<file path="src/rtl/cdp_pkg.sv">
// Shared definitions for the cache diagnostic pattern generator.
// Assumes the column field is two bits and sits below a 3-bit row shift.
package cdp_pkg;
    localparam int COL_W     = 2;
    localparam int ROW_SHIFT = 3;

    typedef enum logic [1:0] {
        FAM_ONE  = 2'd0,
        FAM_ZERO = 2'd1,
        FAM_UNIQ = 2'd2,
        FAM_NONE = 2'd3
    } cdp_fam_e;
endpackage

</file>
<file path="src/rtl/cdp_index.sv">
// Pattern index counter with end-of-sequence flag.
// Init parks the index at all ones so the first step lands on zero;
// once the index reaches LAST, further steps are refused.
module cdp_index #(
    parameter int IDX_W = 8,
    parameter int LAST  = 48
) (
    input  logic             clk,
    input  logic             rst_n,
    input  logic             init_i,
    input  logic             next_i,
    output logic [IDX_W-1:0] idx_q,
    output logic [IDX_W-1:0] nidx_o,
    output logic             step_o,
    output logic             more_q
);
    localparam logic [IDX_W-1:0] ALL1   = '1;
    localparam logic [IDX_W-1:0] LAST_C = IDX_W'(LAST);

    // Candidate next index and whether this strobe is accepted.
    always_comb begin
        nidx_o = idx_q + 1'b1;
        step_o = next_i && !init_i && ((idx_q == ALL1) || (idx_q < LAST_C));
    end

    // Index and flag registers.
    always_ff @(posedge clk) begin
        if (!rst_n || init_i) begin
            idx_q  <= ALL1;
            more_q <= 1'b0;
        end else if (next_i) begin
            if (step_o) begin
                idx_q  <= nidx_o;
                more_q <= (nidx_o < LAST_C);
            end else begin
                more_q <= 1'b0;
            end
        end
    end
endmodule

</file>
<file path="src/rtl/cdp_pattern.sv">
// Stored pattern register: walking one, walking zero, then cleared.
// Assumes step_i is only high for an accepted step and nidx_i is the new index.
module cdp_pattern #(
    parameter int IDX_W = 8,
    parameter int PAT_W = 16,
    parameter int B1    = 16,
    parameter int B2    = 32,
    parameter int B3    = 48
) (
    input  logic             clk,
    input  logic             rst_n,
    input  logic             step_i,
    input  logic [IDX_W-1:0] nidx_i,
    output logic [PAT_W-1:0] pat_q
);
    localparam logic [IDX_W-1:0] B1_C = IDX_W'(B1);
    localparam logic [IDX_W-1:0] B2_C = IDX_W'(B2);
    localparam logic [IDX_W-1:0] B3_C = IDX_W'(B3);
    localparam logic [PAT_W-1:0] ONE  = PAT_W'(1);

    logic [PAT_W-1:0] pat_d;

    // Next stored value chosen by the family of the new index.
    always_comb begin
        pat_d = pat_q;
        if (step_i) begin
            if (nidx_i < B1_C) begin
                pat_d = (nidx_i == '0) ? ONE : (pat_q << 1);
            end else if (nidx_i < B2_C) begin
                pat_d = (nidx_i == B1_C) ? ~ONE : {pat_q[PAT_W-2:0], pat_q[PAT_W-1]};
            end else if (nidx_i < B3_C) begin
                pat_d = '0;
            end
        end
    end

    // Pattern storage.
    always_ff @(posedge clk) begin
        if (!rst_n) pat_q <= '0;
        else        pat_q <= pat_d;
    end
endmodule

</file>
<file path="src/rtl/cdp_shape.sv">
// Output former: picks the family from the index and trims to tag width.
// Assumes ROW_W + 3 <= PAT_W and TAG_W <= PAT_W.
module cdp_shape
    import cdp_pkg::*;
#(
    parameter int IDX_W = 8,
    parameter int PAT_W = 16,
    parameter int TAG_W = 15,
    parameter int ROW_W = 6,
    parameter int B1    = 16,
    parameter int B2    = 32,
    parameter int B3    = 48
) (
    input  logic [IDX_W-1:0] idx_i,
    input  logic [PAT_W-1:0] pat_i,
    input  logic [ROW_W-1:0] row_i,
    input  logic [COL_W-1:0] col_i,
    output logic [TAG_W-1:0] pat_o
);
    localparam logic [IDX_W-1:0] B1_C = IDX_W'(B1);
    localparam logic [IDX_W-1:0] B2_C = IDX_W'(B2);
    localparam logic [IDX_W-1:0] B3_C = IDX_W'(B3);

    cdp_fam_e         fam;
    logic [PAT_W-1:0] uniq;
    logic [PAT_W-1:0] full;

    // Family decode from the registered index.
    always_comb begin
        if      (idx_i < B1_C) fam = FAM_ONE;
        else if (idx_i < B2_C) fam = FAM_ZERO;
        else if (idx_i < B3_C) fam = FAM_UNIQ;
        else                   fam = FAM_NONE;
    end

    // Per-entry value and full-width selection.
    always_comb begin
        uniq = pat_i | (PAT_W'(row_i) << ROW_SHIFT) | PAT_W'(col_i);
        unique case (fam)
            FAM_ONE, FAM_ZERO: full = pat_i;
            FAM_UNIQ:          full = uniq;
            default:           full = '0;
        endcase
    end

    // Trim to the tag width.
    generate
        if (TAG_W == PAT_W) begin : g_full
            assign pat_o = full;
        end else begin : g_trim
            assign pat_o = full[TAG_W-1:0];
        end
    endgenerate
endmodule

</file>
<file path="src/rtl/cdp_gen.sv">
// Top of the cache diagnostic pattern generator.
// Index counter, pattern store and output former; pattern valid one
// cycle after a next strobe, row/column feed through combinationally.
module cdp_gen #(
    parameter int IDX_W = 8,
    parameter int PAT_W = 16,
    parameter int TAG_W = 15,
    parameter int ROW_W = 6,
    parameter int B1    = 16,
    parameter int B2    = 32,
    parameter int B3    = 48,
    parameter int LAST  = 48
) (
    input  logic             clk,
    input  logic             rst_n,
    input  logic             init_i,
    input  logic             next_i,
    input  logic [ROW_W-1:0] row_i,
    input  logic [1:0]       col_i,
    output logic [TAG_W-1:0] pat_o,
    output logic [IDX_W-1:0] idx_o,
    output logic             more_o
);
    logic [IDX_W-1:0] nidx;
    logic             step;
    logic [PAT_W-1:0] pat_q;

    cdp_index #(.IDX_W(IDX_W), .LAST(LAST)) u_idx (
        .clk(clk), .rst_n(rst_n), .init_i(init_i), .next_i(next_i),
        .idx_q(idx_o), .nidx_o(nidx), .step_o(step), .more_q(more_o)
    );

    cdp_pattern #(.IDX_W(IDX_W), .PAT_W(PAT_W), .B1(B1), .B2(B2), .B3(B3)) u_pat (
        .clk(clk), .rst_n(rst_n), .step_i(step), .nidx_i(nidx), .pat_q(pat_q)
    );

    cdp_shape #(.IDX_W(IDX_W), .PAT_W(PAT_W), .TAG_W(TAG_W), .ROW_W(ROW_W),
                .B1(B1), .B2(B2), .B3(B3)) u_shape (
        .idx_i(idx_o), .pat_i(pat_q), .row_i(row_i), .col_i(col_i), .pat_o(pat_o)
    );
endmodule

</file>
<file path="config.mk">
export PLATFORM = sky130hd
export DESIGN_NAME = cdp_gen
export DESIGN_NICKNAME = d
export VERILOG_FILES = /design/src/rtl/cdp_pkg.sv /design/src/rtl/cdp_index.sv /design/src/rtl/cdp_pattern.sv /design/src/rtl/cdp_shape.sv /design/src/rtl/cdp_gen.sv
export SDC_FILE = /design/constraint.sdc
export NUM_CORES = 1
export LEC_CHECK = 0
export BUFFER_PORTS_ARGS = -buffer_cell sky130_fd_sc_hd__buf_2
export CAP_MARGIN = 30
export CORE_MARGIN = 2
export CORE_UTILIZATION = 45
export CTS_CLUSTER_DIAMETER = 80
export DETAILED_ROUTE_END_ITERATION = 10
export GPL_TIMING_DRIVEN = 1
export HOLD_SLACK_MARGIN = 0.06
export PLACE_DENSITY = 0.78
export SYNTH_ARGS = -nofsm -noshare
export SYNTH_HDL_FRONTEND = slang
export SYNTH_SLANG_ARGS = --single-unit
</file>
<file path="constraint.sdc">
create_clock -name clk -period 2.9 [get_ports clk]
set_clock_uncertainty 0.05 [all_clocks]
set_input_delay 0 -clock clk [delete_from_list [all_inputs] [get_ports clk]]
set_output_delay 0 -clock clk [all_outputs]
set_load 0.1 [all_outputs]
</file>
==> results of run 1 <==
==> state kept, by name, indices dropped and copies added, names as in the netlist <==
name and count:
u_idx.more_q 1, u_idx.idx_q 8, u_pat.pat_q 16
==> layout make-up <==
cell class              count  area share
clock buffers               3      0.0120
clock inverters             1     0.00401
inverters                   2     0.00401
multi-input cells         146       0.549
flip-flops and latches     25       0.268
well taps                  46      0.0308
repair buffers             43       0.132
==> power groups by stage <==
stage	registers [uW]	clock network (uW)	logic, uW
detailed placement	490	0	785
global placement	488	0	779
floorplan	585	0	581
finish	484	169	799
global route	493	187	872
CTS	482	172	792
==> worst register-to-register path: stages (launching register included) <==
cell	delay, ns
dfxtp_1	0.47
ha_1	0.29
and3_2	0.25
and4_1	0.22
o21a_2	0.37
nand2_2	0.20
a21oi_1	0.15
dlygate4sd3_1	0.55
==> through the flow <==
step                      setup WS, ns  power, uW  utilization  hold slack (ns)  std cells
after floorplan                  0.249       1170            -           0.0792        185
after global placement           0.642       1270        0.532            0.248        257
after detailed placement         0.565       1270        0.532            0.252        257
after CTS                       0.0660       1450        0.556            0.450        266
after global routing            0.0985       1550        0.556            0.459        266
final                            0.319       1450        0.556            0.453        266
==> cell families after synthesis <==
family / Yosys count / synth area share
AO/OA/AOI/OAI: 51 / 0.252
XOR/XNOR: 6 / 0.0329
adder cells (fa/ha/maj): 1 / 0.00783
buffers and inverters: 14 / 0.0603
flip-flops: 25 / 0.313
multiplexers: 5 / 0.0313
AND/OR/NAND/NOR: 83 / 0.302
==> placed cells by master, fill, tap and decap left out, types with 2 or more instances in the layout <==
| cell type | instances |
|---|---|
| buf_2 | 35 |
| dfxtp_1 | 25 |
| nand2_1 | 20 |
| a21oi_1 | 13 |
| nand4b_1 | 12 |
| a211oi_2 | 11 |
| o21ai_0 | 9 |
| a21oi_2 | 9 |
| nor2_2 | 8 |
| and2_1 | 8 |
| mux2i_1 | 5 |
| dlygate4sd3_1 | 5 |
| nor2_1 | 4 |
| nand3b_1 | 4 |
| nand2b_1 | 3 |
| xor2_1 | 3 |
| xnor2_1 | 3 |
| nand4_1 | 3 |
| nor2b_1 | 3 |
| clkbuf_4 | 3 |
| buf_4 | 3 |
| or3_1 | 2 |
| inv_1 | 2 |
| and3_1 | 2 |
| nand2_2 | 2 |
| nand3_1 | 2 |
| a211oi_1 | 2 |
| nor3_1 | 2 |
==> worst min path at each step <==
| stage | end | depth (start not counted) |
|---|---|---|
| after detailed placement | u_idx.more_q$_SDFFE_PP0P_ | 3 |
| final | u_pat.pat_q[11]$_SDFFE_PN0P_ | 2 |
| after global placement | u_idx.more_q$_SDFFE_PP0P_ | 3 |
| after floorplan | u_idx.more_q$_SDFFE_PP0P_ | 2 |
| after global routing | u_pat.pat_q[11]$_SDFFE_PN0P_ | 4 |
| after CTS | u_pat.pat_q[11]$_SDFFE_PN0P_ | 2 |
==> metal layers <==
metal | routed length (um) | track usage
met5 | 0 | 0
met4 | 70 | 0.0978
met3 | 122 | 0.0286
met2 | 1730 | 0.305
met1 | 1910 | 0.275
==> what timing repair did <==
item / CTS / global route
resized for setup: 0 / 1
endpoints found under the setup margin: 0 / 1
endpoints found under the hold margin: 13 / 0
hold buffers: 5 / 0
==> flow_summary.yaml, run 1 <==
status:
  outcome: "finished, final reports clean"
finish:
  multi_input_area_mm2: 0.00103
  antenna_cells: 0
  drive_above_1_share: 0.355
  nets: 234
  area_growth_pct: 17.1
  nFillCells: 331
  seq_area_um2: 500
  final_area_mm2: 0.00187
timing:
  worstMarginPinSlew_ns: 0.703
  hold_violations: 0
  finalCriticalPeriod_ns: 2.58
  finalMaxSlewViolations: 0
  setup_viol: 0
  setup-tns-final_ns: 0
  fmax_mhz: 388
  finalCritPeriodShare: 0.890
  relSlewSlack: 0.530
  rsz0062_at_grt: "no"
synthesis:
  yosys_warnings: 0
  syn_nets: 198
  synth_area_mm2: 0.00160
  async_flop_share: 0
  synth_edf_count: 0
  ys_seq_area_frac: 0.313
  netlist_instances: 185
  yosysUniqueCellTypes: 43
  synth.avg_cell_area_um2: 8.64
  synth_top_area_cell: "dfxtp_1"
  synth_area_leaders: "dfxtp_1 31%, a211oi_2 8.6%, nand4b_1 6.6%"
  synth-seq-cells: 25
  yosys-top-cells-count: "25 x dfxtp_1, 20 x nand2_1, 13 x a21oi_1"
  synth_most_common_cell: "dfxtp_1"
  ys.flop_type: "dfxtp_1"
  yosys.area.top_type_share: 0.313
clock_tree:
  cts_buffers: 3
  cts_tree: "done"
  root_buffer: "clkbuf_4"
  cts_buffer_depth: 2
  cts_max_level: 1
  post_cts_buffers: 0
  cts_num_sinks: 25
  clk_latency_ns: 0.34
  clkTransAtPathRegs_ns: 0.15
floorplanning:
  die_area_mm2: 0.00404
  die_h_um: 63.6
  initial_core_util: 0.475
  core_area_mm2: 0.00336
  placementRows: 21
  fp.dieW_um: 63.6
  top_level_ports: 36
critical_path:
  cp.depth: 7
  critical_path.top_delay_family: "simple AND/OR/NAND/NOR gates"
  cp_slowest_cell: "dlygate4sd3_1"
  r2r-start: "u_idx.idx_q[0]$_SDFFE_PP1P_"
  r2r_end: "u_idx.more_q$_SDFFE_PP0P_"
  crit_path_end: "u_idx.more_q$_SDFFE_PP0P_"
  cp-end-kind: "flop"
  cp_max_fo: 13
  start_kind: "flop"
  r2r_cells: 7
  worstSetupPathType: "reg -> reg"
  crit_start: "u_idx.idx_q[0]$_SDFFE_PP1P_"
  path_buf_inv: 1
  worstPathRequired_ns: 3.15
  path_cells: "ha_1 -> and3_2 -> and4_1 -> o21a_2 -> nand2_2 -> a21oi_1 -> dlygate4sd3_1"
  crit_path_max_incr_delay_ns: 0.55
  rrSetupSlack_ns: 0.32
  worstPathArrival_ns: 2.83
power:
  p_seq_frac: 0.333
  p_sw_frac: 0.492
  vdd_drop_max_uv: 268
  combinationalPowerShare: 0.550
  switchingPower_uw: 715
  powerDensity_mw_per_mm2: 776
  pwr-share-clk: 0.116
  p_int_uw: 737
  p_leak_uw: 0.000723
drt:
  route.detailed.drc: 0
  postRouteAntennaNets: 0
  postRouteWirelength_um: 3820
  via_per_inst: 5.57
  drt-pass1-iter-count: 4
  drt_iter0_markers: 59
  routedWlPerCell_um: 14.4
  num_vias: 1482
global_route:
  grt_overflow: 0
  grt_pass1_vias: 1374
  grt_max_degree: 18
  grt_antenna_before_repair: 0
  grt_usage: 0.200
  grt_pass1_wl_um: 6490
job:
  cap_viol_max_count: 0
placed_design:
  hpwl_um: 2750
  port_buffers: 35
  post_dp_cell_area_mm2: 0.00179
  gp_congestion: 0.823
min_path:
  hold_path_class: "reg -> reg"
  hp-start: "u_pat.pat_q[11]$_SDFFE_PN0P_"
Power figures use the tool's default switching activity.
==> run 2: changes to the inputs <==
- CELL_PAD_IN_SITES_DETAIL_PLACEMENT: default -> 1
- CELL_PAD_IN_SITES_GLOBAL_PLACEMENT: default -> 1
- CORE_UTILIZATION: 45 -> 43
- PLACE_DENSITY: 0.78 -> default
- PLACE_DENSITY_LB_ADDON: default -> 0.1
==> run 2 against run 1 <==
  * Routed wire length rose by 14%
  * Final area decreased by 0.47%
  * Sequential share of layout area up 0.13 points
  * Clock power is 27% higher
  * Largest power group unchanged
  * Worst hold slack worse by 0.39 ns
  * First-iteration DRC count rose by 81%
  * Final cell count unchanged
  * Global-route usage up 2.4 points
  * Count of clock-buffer cells in the layout rose by 1
  * Largest cell class unchanged
  * Combinational power increased by 2%
  * Flip-flop and latch count stayed put
==> flow_summary.yaml, run 2 (synthesized netlist as in run 1, its figures left out) <==
status:
  outcome: "finished, final reports clean"
timing:
  finalCritPeriodShare: 0.828
  worstMarginPinSlew_ns: 0.764
  setup-tns-final_ns: 0
  setup_viol: 0
  fin_ws_ns: 0.498
  finalMaxSlewViolations: 0
  finalCriticalPeriod_ns: 2.40
  rsz0062_at_grt: "no"
  relSlewSlack: 0.488
  fmax_mhz: 416
  hold_violations: 0
critical_path:
  critical_path.top_delay_family: "simple AND/OR/NAND/NOR gates"
  r2r_cells: 6
  cp.depth: 6
  worstPathArrival_ns: 2.51
  path_buf_inv: 0
  cp-end-kind: "flop"
  crit_path_max_incr_delay_ns: 0.62
  rrSetupSlack_ns: 0.50
  start_kind: "flop"
  path_cells: "ha_1 -> and3_2 -> a221oi_2 -> and3_1 -> nand2_2 -> mux2i_1"
  r2r-start: "u_idx.idx_q[0]$_SDFFE_PP1P_"
  crit_path_end: "u_pat.pat_q[8]$_SDFFE_PN0P_"
  worstSetupPathType: "reg -> reg"
  crit_start: "u_idx.idx_q[0]$_SDFFE_PP1P_"
  r2r_end: "u_pat.pat_q[8]$_SDFFE_PN0P_"
  cp_max_fo: 13
  worstPathRequired_ns: 3.01
  cp_slowest_cell: "and3_1"
placed_design:
  port_buffers: 35
  pre_cts_ws_ns: 0.520
  gp_congestion: 0.879
  dp_cells: 259
  hpwl_um: 3200
  post_dp_cell_area_mm2: 0.00179
floorplanning:
  core_area_mm2: 0.00361
  die_area_mm2: 0.00422
  initial_core_util: 0.443
  die_h_um: 65.0
  top_level_ports: 36
  fp.dieW_um: 65.0
  placementRows: 22
min_path:
  hold_path_class: "in -> reg"
  hold_depth: 4
power:
  powerDensity_mw_per_mm2: 814
  vdd_drop_max_uv: 452
  p_leak_uw: 0.000719
finish:
  layout_common_cells: "35 x buf_2, 25 x dfxtp_1, 20 x nand2_1"
  nets: 232
  antenna_cells: 0
  area_growth_pct: 16.5
  largest-register: "u_pat.pat_q"
  post-route-util: 0.516
  drive_above_1_share: 0.344
  reg_top3: "u_pat.pat_q (16), u_idx.idx_q (8), u_idx.more_q (1)"
  instances_no_fill: 266
  largest_reg_flops: 16
  final_area_mm2: 0.00186
  final_common_cell: "buf_2"
global_route:
  grt_max_degree: 18
  grt_pass1_wl_um: 7470
  grt_pass1_vias: 1531
  grt_usage: 0.224
  grt_antenna_before_repair: 0
  grt_overflow: 0
clock_tree:
  cts_buffers: 3
  cts_num_sinks: 25
  cts_max_level: 1
  clk_latency_ns: 0.27
  post_cts_buffers: 0
  cts_tree: "done"
  root_buffer: "clkbuf_8"
  cts_buffer_depth: 2
  clkTransAtPathRegs_ns: 0.09
drt:
  postRouteAntennaNets: 0
  routedWlPerCell_um: 16.4
  postRouteWirelength_um: 4360
  drt-pass1-iter-count: 4
  via_per_inst: 5.67
  route.detailed.drc: 0
  num_vias: 1509
  drt_iter0_markers: 107
job:
  cap_viol_max_count: 0
[run 2: how the worst min path moves through the flow]
stage	startpoint	slack [ns]	end
after floorplan	rst_n	0.08	u_idx.more_q$_SDFFE_PP0P_
after global placement	rst_n	0.25	u_pat.pat_q[14]$_SDFFE_PN0P_
after detailed placement	rst_n	0.25	u_idx.more_q$_SDFFE_PP0P_
after CTS	next_i	0.07	u_idx.idx_q[2]$_SDFFE_PP1P_
after global routing	next_i	0.07	u_idx.idx_q[2]$_SDFFE_PP1P_
final	next_i	0.06	u_idx.idx_q[2]$_SDFFE_PP1P_
[run 2: cell type report]
cell class / instances / area, um2
sequential: 25 / 500
fill: 461 / 1740
inverter: 2 / 7.51
clock buffer: 4 / 45.0
timing repair buffer: 41 / 228
tap: 48 / 60.1
multi-input combinational: 146 / 1020
[run 2: per-stage QoR]
stage,hold WS [ns],total power (uW)
final,0.0625,1520
after global routing,0.0696,1620
after CTS,0.0672,1520
after detailed placement,0.250,1300
after global placement,0.255,1280
after floorplan,0.0792,1170
[run 2: tightest hold or removal path, delay by kind of cell]
| family | cells | cell delay [ns] |
|---|---|---|
| xor gates and xnor gates | 1 | 0.06 |
| buffers and inverters | 1 | 0.14 |
| and+or+nand+nor | 2 | 0.15 |
[run 2: timing repair]
item | 4_1_cts | 5_1_grt
hold buffers | 3 | 0
hold endpoints to repair | 7 | 0
resized for setup | 0 | 0
[run 2: report_power, final]
part	total, uW	internal [uW]	switching, uW
registers	487	402	84.8
logic	815	280	535
clock network	214	98.5	115
total	1520	781	735
[run 2: layer usage]
layer,track usage,part of all wire,wire [um]
met1,0.290,0.45,1970
met2,0.390,0.51,2210
met3,0.0226,0.030,129
met4,0.0691,0.012,53
met5,0,0,0
==> run 3: changes to the inputs <==
- CORE_UTILIZATION: 43 -> 36
- clock period: 2.9 -> 2.2 ns (I/O delays scaled with it)
==> run 3 against run 2 <==
  * Sequential power increased by 33%
  * Clock power grew 40%
  * Worst hold slack gained 0.35 ns
  * Setup slack lost 0.37 ns
  * Final area grew 6.7%
  * Critical path depth increased by 1
  * Sequential share of layout area shrank 0.98 points
  * Via count is 3.6% higher
  * Utilization is 5.7 points lower
  * Largest cell class unchanged
==> flow_summary.yaml, run 3 (synthesized netlist as in run 1, its figures left out) <==
drt:
  routedWlPerCell_um: 15.9
  num_vias: 1563
  via_per_inst: 5.62
  drt-pass1-iter-count: 4
  postRouteWirelength_um: 4410
  route.detailed.drc: 0
  postRouteAntennaNets: 0
  drt_iter0_markers: 35
finish:
  layout_common_cells: "35 x buf_2, 20 x nand2_1, 18 x dfxtp_1"
  area_growth_pct: 24.3
  nFillCells: 545
  drive_above_1_share: 0.398
  multi_input_area_mm2: 0.00106
  post-route-util: 0.459
  reg_top3: "u_pat.pat_q (16), u_idx.idx_q (8), u_idx.more_q (1)"
  antenna_cells: 0
  nets: 240
  seq_area_um2: 514
  final_common_cell: "buf_2"
  largest-register: "u_pat.pat_q"
  final_area_mm2: 0.00199
  largest_reg_flops: 16
clock_tree:
  clkTransAtPathRegs_ns: 0.10
  root_buffer: "clkbuf_8"
  cts_max_level: 1
  cts_tree: "done"
  cts_buffer_depth: 2
  cts_resized: 0
  cts_buffers: 3
  cts_num_sinks: 25
  clk_latency_ns: 0.28
timing:
  worstMarginPinSlew_ns: 0.559
  finalCritPeriodShare: 0.943
  rsz0062_at_grt: "no"
  hold_violations: 0
  fmax_mhz: 482
  finalMaxSlewViolations: 0
  relSlewSlack: 0.626
  setup_viol: 0
  setup-tns-final_ns: 0
  finalCriticalPeriod_ns: 2.07
critical_path:
  path_cells: "ha_1 -> and3_2 -> a221oi_2 -> and3_1 -> buf_4 -> a21oi_1 -> a211oi_2"
  r2r_end: "u_pat.pat_q[1]$_SDFFE_PN0P_"
  cp_max_fo: 10
  crit_path_max_incr_delay_ns: 0.38
  worstPathRequired_ns: 2.37
  start_kind: "flop"
  cp-end-kind: "flop"
  rrSetupSlack_ns: 0.13
  cp_slowest_cell: "dfxtp_4"
  r2r_cells: 7
  r2r-start: "u_idx.idx_q[0]$_SDFFE_PP1P_"
  worstPathArrival_ns: 2.24
  worstSetupPathType: "reg -> reg"
power:
  powerDensity_mw_per_mm2: 1050
  p_leak_uw: 0.000761
  vdd_drop_max_uv: 439
min_path:
  holdPathEnd: "u_idx.more_q$_SDFFE_PP0P_"
  hold_path_class: "reg -> reg"
  hp-start: "u_idx.more_q$_SDFFE_PP0P_"
  hold_depth: 2
floorplanning:
  initial_core_util: 0.370
  placementRows: 24
  top_level_ports: 36
  die_h_um: 70.6
  core_area_mm2: 0.00432
  fp.dieW_um: 70.6
  die_area_mm2: 0.00499
placed_design:
  gp_congestion: 0.842
  hpwl_um: 3320
  post_dp_cell_area_mm2: 0.00190
  port_buffers: 35
global_route:
  grt_usage: 0.185
  grt_antenna_before_repair: 0
  grt_overflow: 0
  grt_pass1_wl_um: 7480
  grt_pass1_vias: 1484
  grt_max_degree: 18
status:
  outcome: "finished, final reports clean"
job:
  cap_viol_max_count: 0
-- run 3: cell types whose count changed in the layout (fill, tap and decap cells not counted), sizes merged --
| cell | before | now |
|---|---|---|
| clkbuf | 4 | 3 |
| buf | 38 | 45 |
| dlygate4sd3 | 3 | 4 |
| inv | 2 | 3 |
-- run 3: power breakdown --
group          internal (uW)  leakage [uW]  switching (uW)
clock                    130     0.0000260             169
sequential               536      0.000201             111
combinational            417      0.000533             718
total                   1080      0.000761             999
-- run 3: layout make-up --
type	count	area share
Clock buffer	3	0.0208
Clock inverter	1	0.00315
Inverter	2	0.00378
Multi-Input combinational cell	146	0.534
Sequential cell	25	0.259
Tap cell	52	0.0328
Timing Repair Buffer	49	0.146
-- run 3: worst max-delay path by stage --
stage,endpoint,startpoint,cells after the start
3_3_place_gp,u_pat.pat_q[1]$_SDFFE_PN0P_,u_idx.idx_q[0]$_SDFFE_PP1P_,7
4_1_cts,u_pat.pat_q[1]$_SDFFE_PN0P_,u_idx.idx_q[0]$_SDFFE_PP1P_,7
6_report,u_pat.pat_q[1]$_SDFFE_PN0P_,u_idx.idx_q[0]$_SDFFE_PP1P_,7
5_1_grt,u_idx.idx_q[1]$_SDFFE_PP1P_,u_idx.idx_q[0]$_SDFFE_PP1P_,6
3_5_place_dp,u_pat.pat_q[1]$_SDFFE_PN0P_,u_idx.idx_q[0]$_SDFFE_PP1P_,7
2_1_floorplan,u_pat.pat_q[10]$_SDFFE_PN0P_,u_idx.idx_q[7]$_SDFFE_PP1P_,5
-- run 3: what timing repair did --
| item | CTS | global route |
|---|---|---|
| setup buffers | 0 | 0 |
| hold buffers | 4 | 0 |
| endpoints found under the hold margin | 13 | 0 |
-- run 3: stage by stage --
| stage | hold slack (ns) | instances | worst slack, ns | total power [uW] |
|---|---|---|---|---|
| 6_report | 0.413 | 278 | 0.125 | 2080 |
| 5_1_grt | 0.471 | 278 | 0.0283 | 2210 |
| 4_1_cts | 0.422 | 278 | 0.140 | 2080 |
| 3_5_place_dp | 0.264 | 270 | 0.164 | 1780 |
| 3_3_place_gp | 0.266 | 270 | 0.220 | 1760 |
| 2_1_floorplan | 0.0792 | 185 | 0.0141 | 1550 |
-- run 3: critical path: cells and delay by family (launching register included) --
family | cells | cell delay, ns
compound gates | 3 | 0.52
fa+ha+maj | 1 | 0.26
buf+inv | 1 | 0.24
flops | 1 | 0.38
simple gates | 2 | 0.55
-- run 3: metal layers --
layer | GRT usage | part of all wire | vias to the layer above
li1 | - | - | 758
met1 | 0.261 | 0.50 | 760
met2 | 0.284 | 0.43 | 36
met3 | 0.0271 | 0.039 | 9
met4 | 0.0797 | 0.029 | 0
met5 | 0 | 0 | -
